File: src/rtl/pgm_pkg.sv
package pgm_pkg;
   typedef enum logic [1:0] {
      WK_SINGLE = 2'd0,
      WK_PAGE   = 2'd1,
      WK_FILL   = 2'd2,
      WK_NONE   = 2'd3
   } wr_kind_e;

   typedef enum logic [1:0] {
      ST_IDLE    = 2'd0,
      ST_COLLECT = 2'd1,
      ST_TIMING  = 2'd2,
      ST_COMMIT  = 2'd3
   } ctl_state_e;
endpackage

File: src/rtl/pgm_word_buf.sv
module pgm_word_buf #(
   parameter int DATA_W     = 16,
   parameter int PAGE_WORDS = 4,
   parameter int CNT_W      = $clog2(PAGE_WORDS + 1),
   parameter int IDX_W      = $clog2(PAGE_WORDS)
) (
   input  logic              clk,
   input  logic              rst_n,
   input  logic              clear,
   input  logic              push,
   input  logic [DATA_W-1:0] push_data,
   input  logic              push_hit,
   input  logic [CNT_W-1:0]  limit,
   input  logic [IDX_W-1:0]  rd_idx,
   output logic [CNT_W-1:0]  count,
   output logic              reject,
   output logic [DATA_W-1:0] rd_data
);
   logic              take;
   logic [DATA_W-1:0] slot_q [PAGE_WORDS];

   assign take = push && !clear && (count < limit);

   always_ff @(posedge clk or negedge rst_n) begin
      if (!rst_n) begin
         count  <= '0;
         reject <= 1'b0;
      end else if (clear) begin
         count  <= '0;
         reject <= 1'b0;
      end else if (take) begin
         count  <= count + 1'b1;
         reject <= reject | push_hit;
      end
   end

   for (genvar i = 0; i < PAGE_WORDS; i++) begin : g_slot
      always_ff @(posedge clk or negedge rst_n) begin
         if (!rst_n)
            slot_q[i] <= '0;
         else if (take && count == CNT_W'(i))
            slot_q[i] <= push_data;
      end
   end

   assign rd_data = slot_q[rd_idx];

   // a word arriving once the kind's limit is reached leaves the count unchanged
   p_full_ignored_r6: assert property (@(posedge clk) disable iff (!rst_n)
      (push && !clear && count >= limit) |=> $stable(count));
endmodule

File: src/rtl/pgm_cycle_timer.sv
module pgm_cycle_timer #(
   parameter int CYC_LEN = 50000
) (
   input  logic clk,
   input  logic rst_n,
   input  logic start,
   output logic running,
   output logic expire
);
   localparam int TM_W = (CYC_LEN > 1) ? $clog2(CYC_LEN) : 1;

   if (CYC_LEN == 1) begin : g_one
      always_ff @(posedge clk or negedge rst_n) begin
         if (!rst_n)     running <= 1'b0;
         else if (start) running <= 1'b1;
         else if (expire) running <= 1'b0;
      end
      assign expire = running;
   end else begin : g_cnt
      logic [TM_W-1:0] cnt_q;
      always_ff @(posedge clk or negedge rst_n) begin
         if (!rst_n) begin
            running <= 1'b0;
            cnt_q   <= '0;
         end else if (start) begin
            running <= 1'b1;
            cnt_q   <= '0;
         end else if (running) begin
            if (cnt_q == TM_W'(CYC_LEN - 1)) begin
               running <= 1'b0;
               cnt_q   <= '0;
            end else begin
               cnt_q <= cnt_q + 1'b1;
            end
         end
      end
      assign expire = running && (cnt_q == TM_W'(CYC_LEN - 1));
   end

   // one expiry per started cycle
   p_expire_single_r5: assert property (@(posedge clk) disable iff (!rst_n)
      (expire && !start) |=> !expire);
endmodule

File: src/rtl/pgm_addr_gen.sv
module pgm_addr_gen #(
   parameter int ADDR_W = 8,
   parameter int PG_W   = 2
) (
   input  logic [ADDR_W-1:0] base,
   input  logic [ADDR_W-1:0] idx,
   input  logic              fill,
   output logic [ADDR_W-1:0] addr
);
   logic [ADDR_W-1:0] paged;
   logic [PG_W-1:0]   low_sum;

   // only the in-page bits advance; a carry out of them is discarded
   assign low_sum = base[PG_W-1:0] + idx[PG_W-1:0];
   assign paged   = {base[ADDR_W-1:PG_W], low_sum};
   assign addr    = fill ? idx : paged;
endmodule

File: src/rtl/pgm_cycle_ctrl.sv
module pgm_cycle_ctrl
   import pgm_pkg::*;
#(
   parameter int ADDR_W     = 8,
   parameter int DATA_W     = 16,
   parameter int PAGE_WORDS = 4,
   parameter int CYC_LEN    = 50000
) (
   input  logic              clk,
   input  logic              rst_n,
   input  logic              cmd_open,
   input  logic [1:0]        cmd_kind,
   input  logic [ADDR_W-1:0] cmd_addr,
   input  logic              word_vld,
   input  logic [DATA_W-1:0] word_data,
   input  logic              cs_fall,
   input  logic              cs_fall_aligned,
   output logic [ADDR_W-1:0] chk_addr,
   input  logic              chk_hit,
   output logic              busy,
   output logic              arr_we,
   output logic [ADDR_W-1:0] arr_addr,
   output logic [DATA_W-1:0] arr_wdata,
   output logic              done
);
   localparam int DEPTH = 1 << ADDR_W;
   localparam int PG_W  = $clog2(PAGE_WORDS);
   localparam int CNT_W = $clog2(PAGE_WORDS + 1);

   initial begin
      a_page_pow2: assert (PAGE_WORDS >= 2 && (PAGE_WORDS & (PAGE_WORDS - 1)) == 0)
         else $error("PAGE_WORDS must be a power of two of at least 2");
      a_addr_wide: assert (ADDR_W > PG_W)
         else $error("ADDR_W must exceed the page index width");
      a_cyc_len: assert (CYC_LEN >= 1)
         else $error("CYC_LEN must be at least 1");
      a_data_w: assert (DATA_W >= 1)
         else $error("DATA_W must be at least 1");
   end

   ctl_state_e        st_q;
   wr_kind_e          kind_q;
   logic [ADDR_W-1:0] base_q;
   logic [ADDR_W-1:0] cidx_q;
   logic              done_q;

   logic              in_idle, in_collect, in_timing, in_commit;
   logic              is_fill, open_ok, push, fire, drop, last_commit;
   logic              expire, tmr_running;
   logic [CNT_W-1:0]  limit, wcount;
   logic              rej;
   logic [PG_W-1:0]   rd_idx;
   logic [DATA_W-1:0] rd_data;

   assign in_idle    = (st_q == ST_IDLE);
   assign in_collect = (st_q == ST_COLLECT);
   assign in_timing  = (st_q == ST_TIMING);
   assign in_commit  = (st_q == ST_COMMIT);
   assign is_fill    = (kind_q == WK_FILL);

   assign limit   = (kind_q == WK_PAGE) ? CNT_W'(PAGE_WORDS) : CNT_W'(1);
   assign open_ok = cmd_open && (in_idle || in_collect) && (cmd_kind != 2'd3);
   assign push    = in_collect && word_vld;
   assign fire    = in_collect && !open_ok && cs_fall && cs_fall_aligned
                    && (wcount != '0) && !rej;
   assign drop    = in_collect && !open_ok && cs_fall && !fire;

   assign last_commit = is_fill ? (cidx_q == ADDR_W'(DEPTH - 1))
                                : (cidx_q == ADDR_W'(wcount) - 1'b1);
   assign rd_idx      = is_fill ? '0 : cidx_q[PG_W-1:0];

   pgm_word_buf #(
      .DATA_W    (DATA_W),
      .PAGE_WORDS(PAGE_WORDS),
      .CNT_W     (CNT_W),
      .IDX_W     (PG_W)
   ) u_buf (
      .clk      (clk),
      .rst_n    (rst_n),
      .clear    (open_ok),
      .push     (push),
      .push_data(word_data),
      .push_hit (chk_hit),
      .limit    (limit),
      .rd_idx   (rd_idx),
      .count    (wcount),
      .reject   (rej),
      .rd_data  (rd_data)
   );

   pgm_cycle_timer #(.CYC_LEN(CYC_LEN)) u_tmr (
      .clk    (clk),
      .rst_n  (rst_n),
      .start  (fire),
      .running(tmr_running),
      .expire (expire)
   );

   pgm_addr_gen #(.ADDR_W(ADDR_W), .PG_W(PG_W)) u_qaddr (
      .base(base_q),
      .idx (ADDR_W'(wcount)),
      .fill(is_fill),
      .addr(chk_addr)
   );

   pgm_addr_gen #(.ADDR_W(ADDR_W), .PG_W(PG_W)) u_caddr (
      .base(base_q),
      .idx (cidx_q),
      .fill(is_fill),
      .addr(arr_addr)
   );

   always_ff @(posedge clk or negedge rst_n) begin
      if (!rst_n) begin
         st_q   <= ST_IDLE;
         kind_q <= WK_SINGLE;
         base_q <= '0;
         cidx_q <= '0;
         done_q <= 1'b0;
      end else begin
         done_q <= in_commit && last_commit;
         unique case (st_q)
            ST_IDLE, ST_COLLECT: begin
               if (open_ok) begin
                  st_q   <= ST_COLLECT;
                  kind_q <= wr_kind_e'(cmd_kind);
                  base_q <= cmd_addr;
               end else if (fire) begin
                  st_q <= ST_TIMING;
               end else if (drop) begin
                  st_q <= ST_IDLE;
               end
            end
            ST_TIMING: begin
               if (expire) begin
                  st_q   <= ST_COMMIT;
                  cidx_q <= '0;
               end
            end
            ST_COMMIT: begin
               cidx_q <= cidx_q + 1'b1;
               if (last_commit) st_q <= ST_IDLE;
            end
            default: st_q <= ST_IDLE;
         endcase
      end
   end

   assign busy      = in_timing || in_commit;
   assign arr_we    = in_commit;
   assign arr_wdata = rd_data;
   assign done      = done_q;

   // busy only ever begins after an aligned chip-select drop
   p_start_on_fall_r2: assert property (@(posedge clk) disable iff (!rst_n)
      $rose(busy) |-> $past(cs_fall && cs_fall_aligned));

   // a flagged command never enters the programming cycle
   p_reject_no_start_r3: assert property (@(posedge clk) disable iff (!rst_n)
      (in_collect && rej && cs_fall && !cmd_open) |=> !busy);

   // page writes keep the upper address bits of the start address
   p_page_hi_fixed_r1: assert property (@(posedge clk) disable iff (!rst_n)
      (arr_we && !is_fill) |-> (arr_addr[ADDR_W-1:PG_W] == base_q[ADDR_W-1:PG_W]));

   // the fill value does not change across the sweep
   p_fill_value_r4: assert property (@(posedge clk) disable iff (!rst_n)
      (arr_we && is_fill && $past(arr_we)) |-> $stable(arr_wdata));

   // done directly follows a write strobe
   p_done_after_we_r8: assert property (@(posedge clk) disable iff (!rst_n)
      done |-> $past(arr_we));

   // once busy, only the final commit ends it
   p_busy_hold_r9: assert property (@(posedge clk) disable iff (!rst_n)
      (busy && !(in_commit && last_commit)) |=> busy);

   // the timer runs only while the controller waits out the cycle
   p_timer_in_cycle_r5: assert property (@(posedge clk) disable iff (!rst_n)
      tmr_running |-> in_timing);
endmodule

File: config.mk
export PLATFORM = sky130hd
export DESIGN_NAME = pgm_cycle_ctrl
export DESIGN_NICKNAME = d
export VERILOG_FILES = /design/src/rtl/pgm_pkg.sv /design/src/rtl/pgm_word_buf.sv /design/src/rtl/pgm_cycle_timer.sv /design/src/rtl/pgm_addr_gen.sv /design/src/rtl/pgm_cycle_ctrl.sv
export SDC_FILE = /design/constraint.sdc
export NUM_CORES = 1
export LEC_CHECK = 0
export ABC_AREA = 1
export BUFFER_PORTS_ARGS = -buffer_cell sky130_fd_sc_hd__buf_4
export CELL_PAD_IN_SITES_DETAIL_PLACEMENT = 0
export CELL_PAD_IN_SITES_GLOBAL_PLACEMENT = 1
export CORE_MARGIN = 2
export CORE_UTILIZATION = 47
export DETAILED_ROUTE_END_ITERATION = 12
export PLACE_DENSITY = 0.84
export SETUP_SLACK_MARGIN = 0.3
export SLEW_MARGIN = 25
export SYNTH_ARGS = -nofsm -noshare
export SYNTH_HDL_FRONTEND = slang
export SYNTH_HIERARCHICAL = 1
export SYNTH_SLANG_ARGS = --single-unit
File: constraint.sdc
create_clock -name clk -period 5.1 [get_ports clk]
set_input_delay 1.275 -clock clk [delete_from_list [all_inputs] [get_ports clk]]
set_output_delay 1.275 -clock clk [all_outputs]
set_load 0.005 [all_outputs]
Word level (Yosys, flattened, before mapping)
Index checks and enable logic that the tools add are counted.
Widths: inputs -> output; s select.
{ "word_totals": {"wordCells": 96, "register_bits": 106, "in_bits": 33} }
{ "classes": {"order_cmp": 2, "add_sub_neg": 6, "n_eq_ne": 15, "n_reduce_logical": 32, "mux": 26, "bitwise_logic": 2} }
{ "op_table": {"columns": ["operator", "n"], "rows": [
  ["$mux 16", 5],
  ["$bmux 16 s2", 1],
  ["$mux 8", 3],
  ["$logic_and 1x1->1", 17],
  ["$add 16x1->16 const B", 1],
  ["$eq 16x16->1 const B", 1],
  ["$pmux 8 s2", 1],
  ["$mux 2", 6],
  ["$mux 3", 3],
  ["$add 8x1->8 const B", 1],
  ["$eq 8x8->1", 1],
  ["$eq 8x8->1 const B", 1],
  ["$eq 2x2->1 const B", 3],
  ["$eq 3x2->1 const B", 2],
  ["$mux 1", 6],
  ["$pmux 2 s3", 1],
  ["$reduce_bool 2->1", 3],
  ["$add 2x2->2", 2],
  ["$eq 2x1->1 const B", 2],
  ["$ne 2x1->1 const B", 2],
  ["$ne 4x3->1 const B", 1],
  ["$reduce_and 2->1", 2],
  ["$sub 3x1->4 const B", 1],
  ["$add 3x1->3 const B", 1],
  ["other kinds (13)", 16]
]} }

Longest topological paths before layout
{ "logic_depth": {"ltp_word": 16, "ltp_mapped": 13} }

Cells and area by module
Netlist, hierarchy kept.
{ "modules_own_cells": {"columns": ["mod", "seq_area_each_um2", "area_each_um2", "cells_each", "n_inst"], "rows": [
  ["pgm_word_buf", 1701.6, 3523.4, 420, 1],
  ["pgm_cycle_ctrl", 525.5, 1199.9, 161, 1],
  ["pgm_cycle_timer", 425.4, 1117.3, 142, 1],
  ["pgm_addr_gen", 0.0, 151.4, 33, 2]
]} }

Worst setup path after synthesis
OpenSTA, ideal clock, no wires.
{ "synth_path": {"kind": "reg-to-output", "startpoint": "register kind_q[1]", "endpoint": "output arr_wdata[6]", "arrival_time_ns": 1.366, "stages_incl_launch_ff": 7, "setup_slack_ns": 2.459, "path_cell_list": "dfrtp_1 > nand2_2 > inv_2 > nor2_1 > clkbuf_1 > o21ai_0 > o22ai_1"} }
{ "synth_between": {"elab_chain_len": 6} }
{ "synth_lines": {"columns": ["element", "line_no", "text"], "rows": [
  ["start, declared", "pgm_cycle_ctrl.sv:42", "wr_kind_e kind_q;"],
  ["start signal, assigned", "pgm_cycle_ctrl.sv:126", "kind_q <= wr_kind_e'(cmd_kind);"],
  ["$eq 2x2->1", "pgm_cycle_ctrl.sv:59", "assign is_fill = (kind_q == WK_FILL);"],
  ["named net is_fill", "pgm_cycle_ctrl.sv:48", "logic is_fill, open_ok, push, fire, drop, last_commit;"],
  ["$mux 2", "pgm_cycle_ctrl.sv:70", "assign rd_idx = is_fill ? '0 : cidx_q[PG_W-1:0];"],
  ["named net rd_idx[0]", "pgm_cycle_ctrl.sv:52", "logic [PG_W-1:0] rd_idx;"],
  ["$not 2->3 (not written as such)", "pgm_word_buf.sv:46", "assign rd_data = slot_q[rd_idx];"],
  ["$bmux 16 s2", "pgm_word_buf.sv:46", null],
  ["$mux 16 (not written as such) (2 in series)", "pgm_word_buf.sv:46", null],
  ["end, declared", "pgm_cycle_ctrl.sv:23", "output logic [DATA_W-1:0] arr_wdata,"]
]} }
The timed path passes the listed nets, and every way through them passes these cells. The select of a mux whose other input is x is not followed.

Worst setup path in the final report
{ "layout_path": {"startpoint": "register kind_q[0]", "endpoint": "output arr_wdata[14]"} }
Same word-level chain as after synthesis.

==> flow_summary.yaml <==
timing:
  finalCriticalPeriod_ns: 3.98
  setup_viol: 0
  finalClockSkew_ns: 0.00889
  drv_slew: 0
  worst_hold_slack_ns: 0.469
  slew_headroom_pct: 32.8
  max_clock_freq_ghz: 0.251
  tightest_slew_ns: 1.00
  fin_crit_sh_pct: 78.1
  hold_viol_final: 0
  tns_ns: 0
  rsz0062_at_grt: "false"
clocking:
  post_cts_buffers: 0
  cts_hold_buf: 0
  cts_tree: "done"
  root_buffer: "clkbuf_16"
  clockBufferDepth: 2
  cts.reportedPaths.clkPinSlew_ns: 0.07
  h-tree-depth: 3
  insertion_delay_ns: 0.36
  cts_sinks: 106
  ctsResizeCount: 0
  cts_buffers: 9
yosys:
  synthArstFlopShare_pct: 100
  synthTopCellsByArea: "dfrtp_1 43%, nand2_1 17%, nand4_1 7.3%"
  netlist_area_mm2: 0.00614
  yosysUniqueCellTypes: 41
  ys_ff_latch: 106
  yosysSeqAreaShare_pct: 43.2
  yosysTopAreaCellShare_pct: 43.2
  synth_flop_cell: "dfrtp_1"
  synth.avg_cell_area_um2: 7.79
  synth-edff-count: 0
  synth_top_area_cell: "dfrtp_1"
  synthCells: 789
  yosysWarnings: 6
worst_hold_path:
  holdCritStartpoint: "u_buf/slot_q[27]$_DFFE_PN0P_"
  hold_end: "u_buf/slot_q[27]$_DFFE_PN0P_"
  min_path_type: "reg -> reg"
  min_path_cells: 2
floorplanning:
  start_util_pct: 48.5
  die_x_um: 118
  die-area_mm2: 0.0140
  die_y_um: 118
  rows: 41
  fp.coreArea_mm2: 0.0127
  pin_count: 68
setup_path:
  critPathKind: "reg -> out"
  rr_worst_depth: 9
  crit_start: "kind_q[0]$_DFFE_PN0P_"
  cp.required_ns: 3.83
  worstPathArrival_ns: 2.71
  r2r_setup_slack_ns: 2.54
  endpoint_kind: "output pin"
  crit_fanout: 33
  r2r_start: "st_q[1]$_DFFE_PN0P_"
  startpoint_type: "flop"
  worstReg2RegEnd: "u_buf/slot_q[42]$_DFFE_PN0P_"
placed_design:
  dpl_cell_area_mm2: 0.00664
  gp_congestion: 0.871
  portBuffers: 67
  dp_hpwl_um: 9870
routing:
  wl_um: 15000
  dr_total_vias: 5356
  remaining_drc_errors: 0
  vias_per_cell: 5.28
  drtIter0Drc: 467
  ant_nets: 0
  firstDrtPassIters: 5
  wl_per_cell_um: 14.8
global_route:
  grtUsageTotal_pct: 22.4
  grt_overflow: 0
  grt_pass1_vias: 5183
  grt_pass1_wl_um: 25500
  grt_max_degree: 74
  antenna_found_initial: 0
power_and_ir_drop:
  p_per_area_mw_per_mm2: 587
  max-vdd-ir-drop_uv: 265
  p_leak_nw: 3.58
run:
  max-cap-violations: 0
outcome:
  status: "completed"
layout:
  fin_area_mm2: 0.00693
  n_antenna_cell: 0
  final_common_cell: "nand2_1"
  final_nets: 883
  drive_gt1_share_pct: 17.9
  layout_common_cells: "284 x nand2_1, 106 x dfrtp_1, 72 x nand4_1"
  syn2layout_area_growth_pct: 12.8
==> sequential cells by signal (all words and copies together), names as in the netlist <==
signal             count
u_buf/reject           1
u_tmr/g_cnt.cnt_q     16
kind_q                 2
base_q                 8
u_tmr/running          1
u_buf/count            3
done                   1
u_buf/slot_q          64
cidx_q                 8
st_q                   2
==> kinds of logic (layout without fill, tap and decap cells) <==
logic type / after synthesis / after routing / synth area share, %
AOI/OAI and AO/OA: 78 / 78 / 7.70
xor gates and xnor gates: 8 / 8 / 1.14
adders and majority gates: 13 / 13 / 2.65
buffers and inverters: 97 / 145 / 7.98
DFF: 106 / 106 / 43.2
muxes: 2 / 2 / 0.326
other: 1 / 6 / 0.0610
and+or+nand+nor: 484 / 484 / 37.0
==> Yosys cell counts, types with 2 or more instances <==
library cell	instances
nand2_1	284
dfrtp_1	106
nand4_1	72
nor2_1	63
inv_1	43
o21ai_0	40
nand3_1	22
o22ai_1	18
ha_1	13
inv_2	13
buf_2	11
clkbuf_1	11
nand2_2	10
buf_6	9
buf_4	7
nand3_2	7
o21ai_2	7
xor2_1	7
nand3_4	6
nor2_2	6
o21ai_1	5
nor2_4	4
o22ai_2	3
clkinv_2	2
mux2i_1	2
nand2_4	2
o21bai_1	2
==> layout make-up <==
class,instances,area (um2)
inverter,58,220
multi-input combinational,591,3020
fill,1245,5740
clock inverter,6,46.3
clock buffer,10,239
tap,172,215
sequential,106,2650
timing repair buffer,71,537
==> power by group <==
group / switching (W) / total, W / internal [W]
logic: 0.00122 / 0.00201 / 0.000795
clock network: 0.000331 / 0.000681 / 0.000349
registers: 0.000254 / 0.00137 / 0.00112
total: 0.00180 / 0.00407 / 0.00226
==> critical path: stages (launching register included) <==
cell and delay (ns):
dfrtp_1 0.38, inv_2 0.07, nand2_2 0.11, inv_2 0.25, nor2_2 0.05, buf_4 0.24
inv_1 0.71, o21ai_0 0.16, o22ai_1 0.21, buf_4 0.15
==> worst max-delay path by stage <==
stage / end / slack (ns) / cells after the start
after floorplan: arr_wdata[6] / 2.46 / 6
after global placement: arr_wdata[14] / 1.55 / 9
after detailed placement: arr_wdata[14] / 1.47 / 9
after CTS: arr_wdata[14] / 1.09 / 9
after global routing: arr_wdata[14] / 0.85 / 9
final: arr_wdata[14] / 1.12 / 9
==> metal layers <==
layer  track usage, %  up-vias  share of wire [%]
li1                 -     2692                  -
met1             29.0     2537                 45
met2             38.0      110                 49
met3             4.73       17                4.3
met4             6.10        0                1.2
met5                0        -                  0
==> through the flow <==
step           setup WS [ns]  utilization (%)  power (W)  std cells
2_1_floorplan           2.46                -    0.00271        794
3_3_place_gp            1.55             52.4    0.00335        998
3_5_place_dp            1.47             52.4    0.00341        998
4_1_cts                 1.09             54.7    0.00410       1014
5_1_grt                0.851             54.7    0.00443       1014
6_report                1.12             54.7    0.00407       1014
No activity file was read; power rests on OpenSTA's default activity.
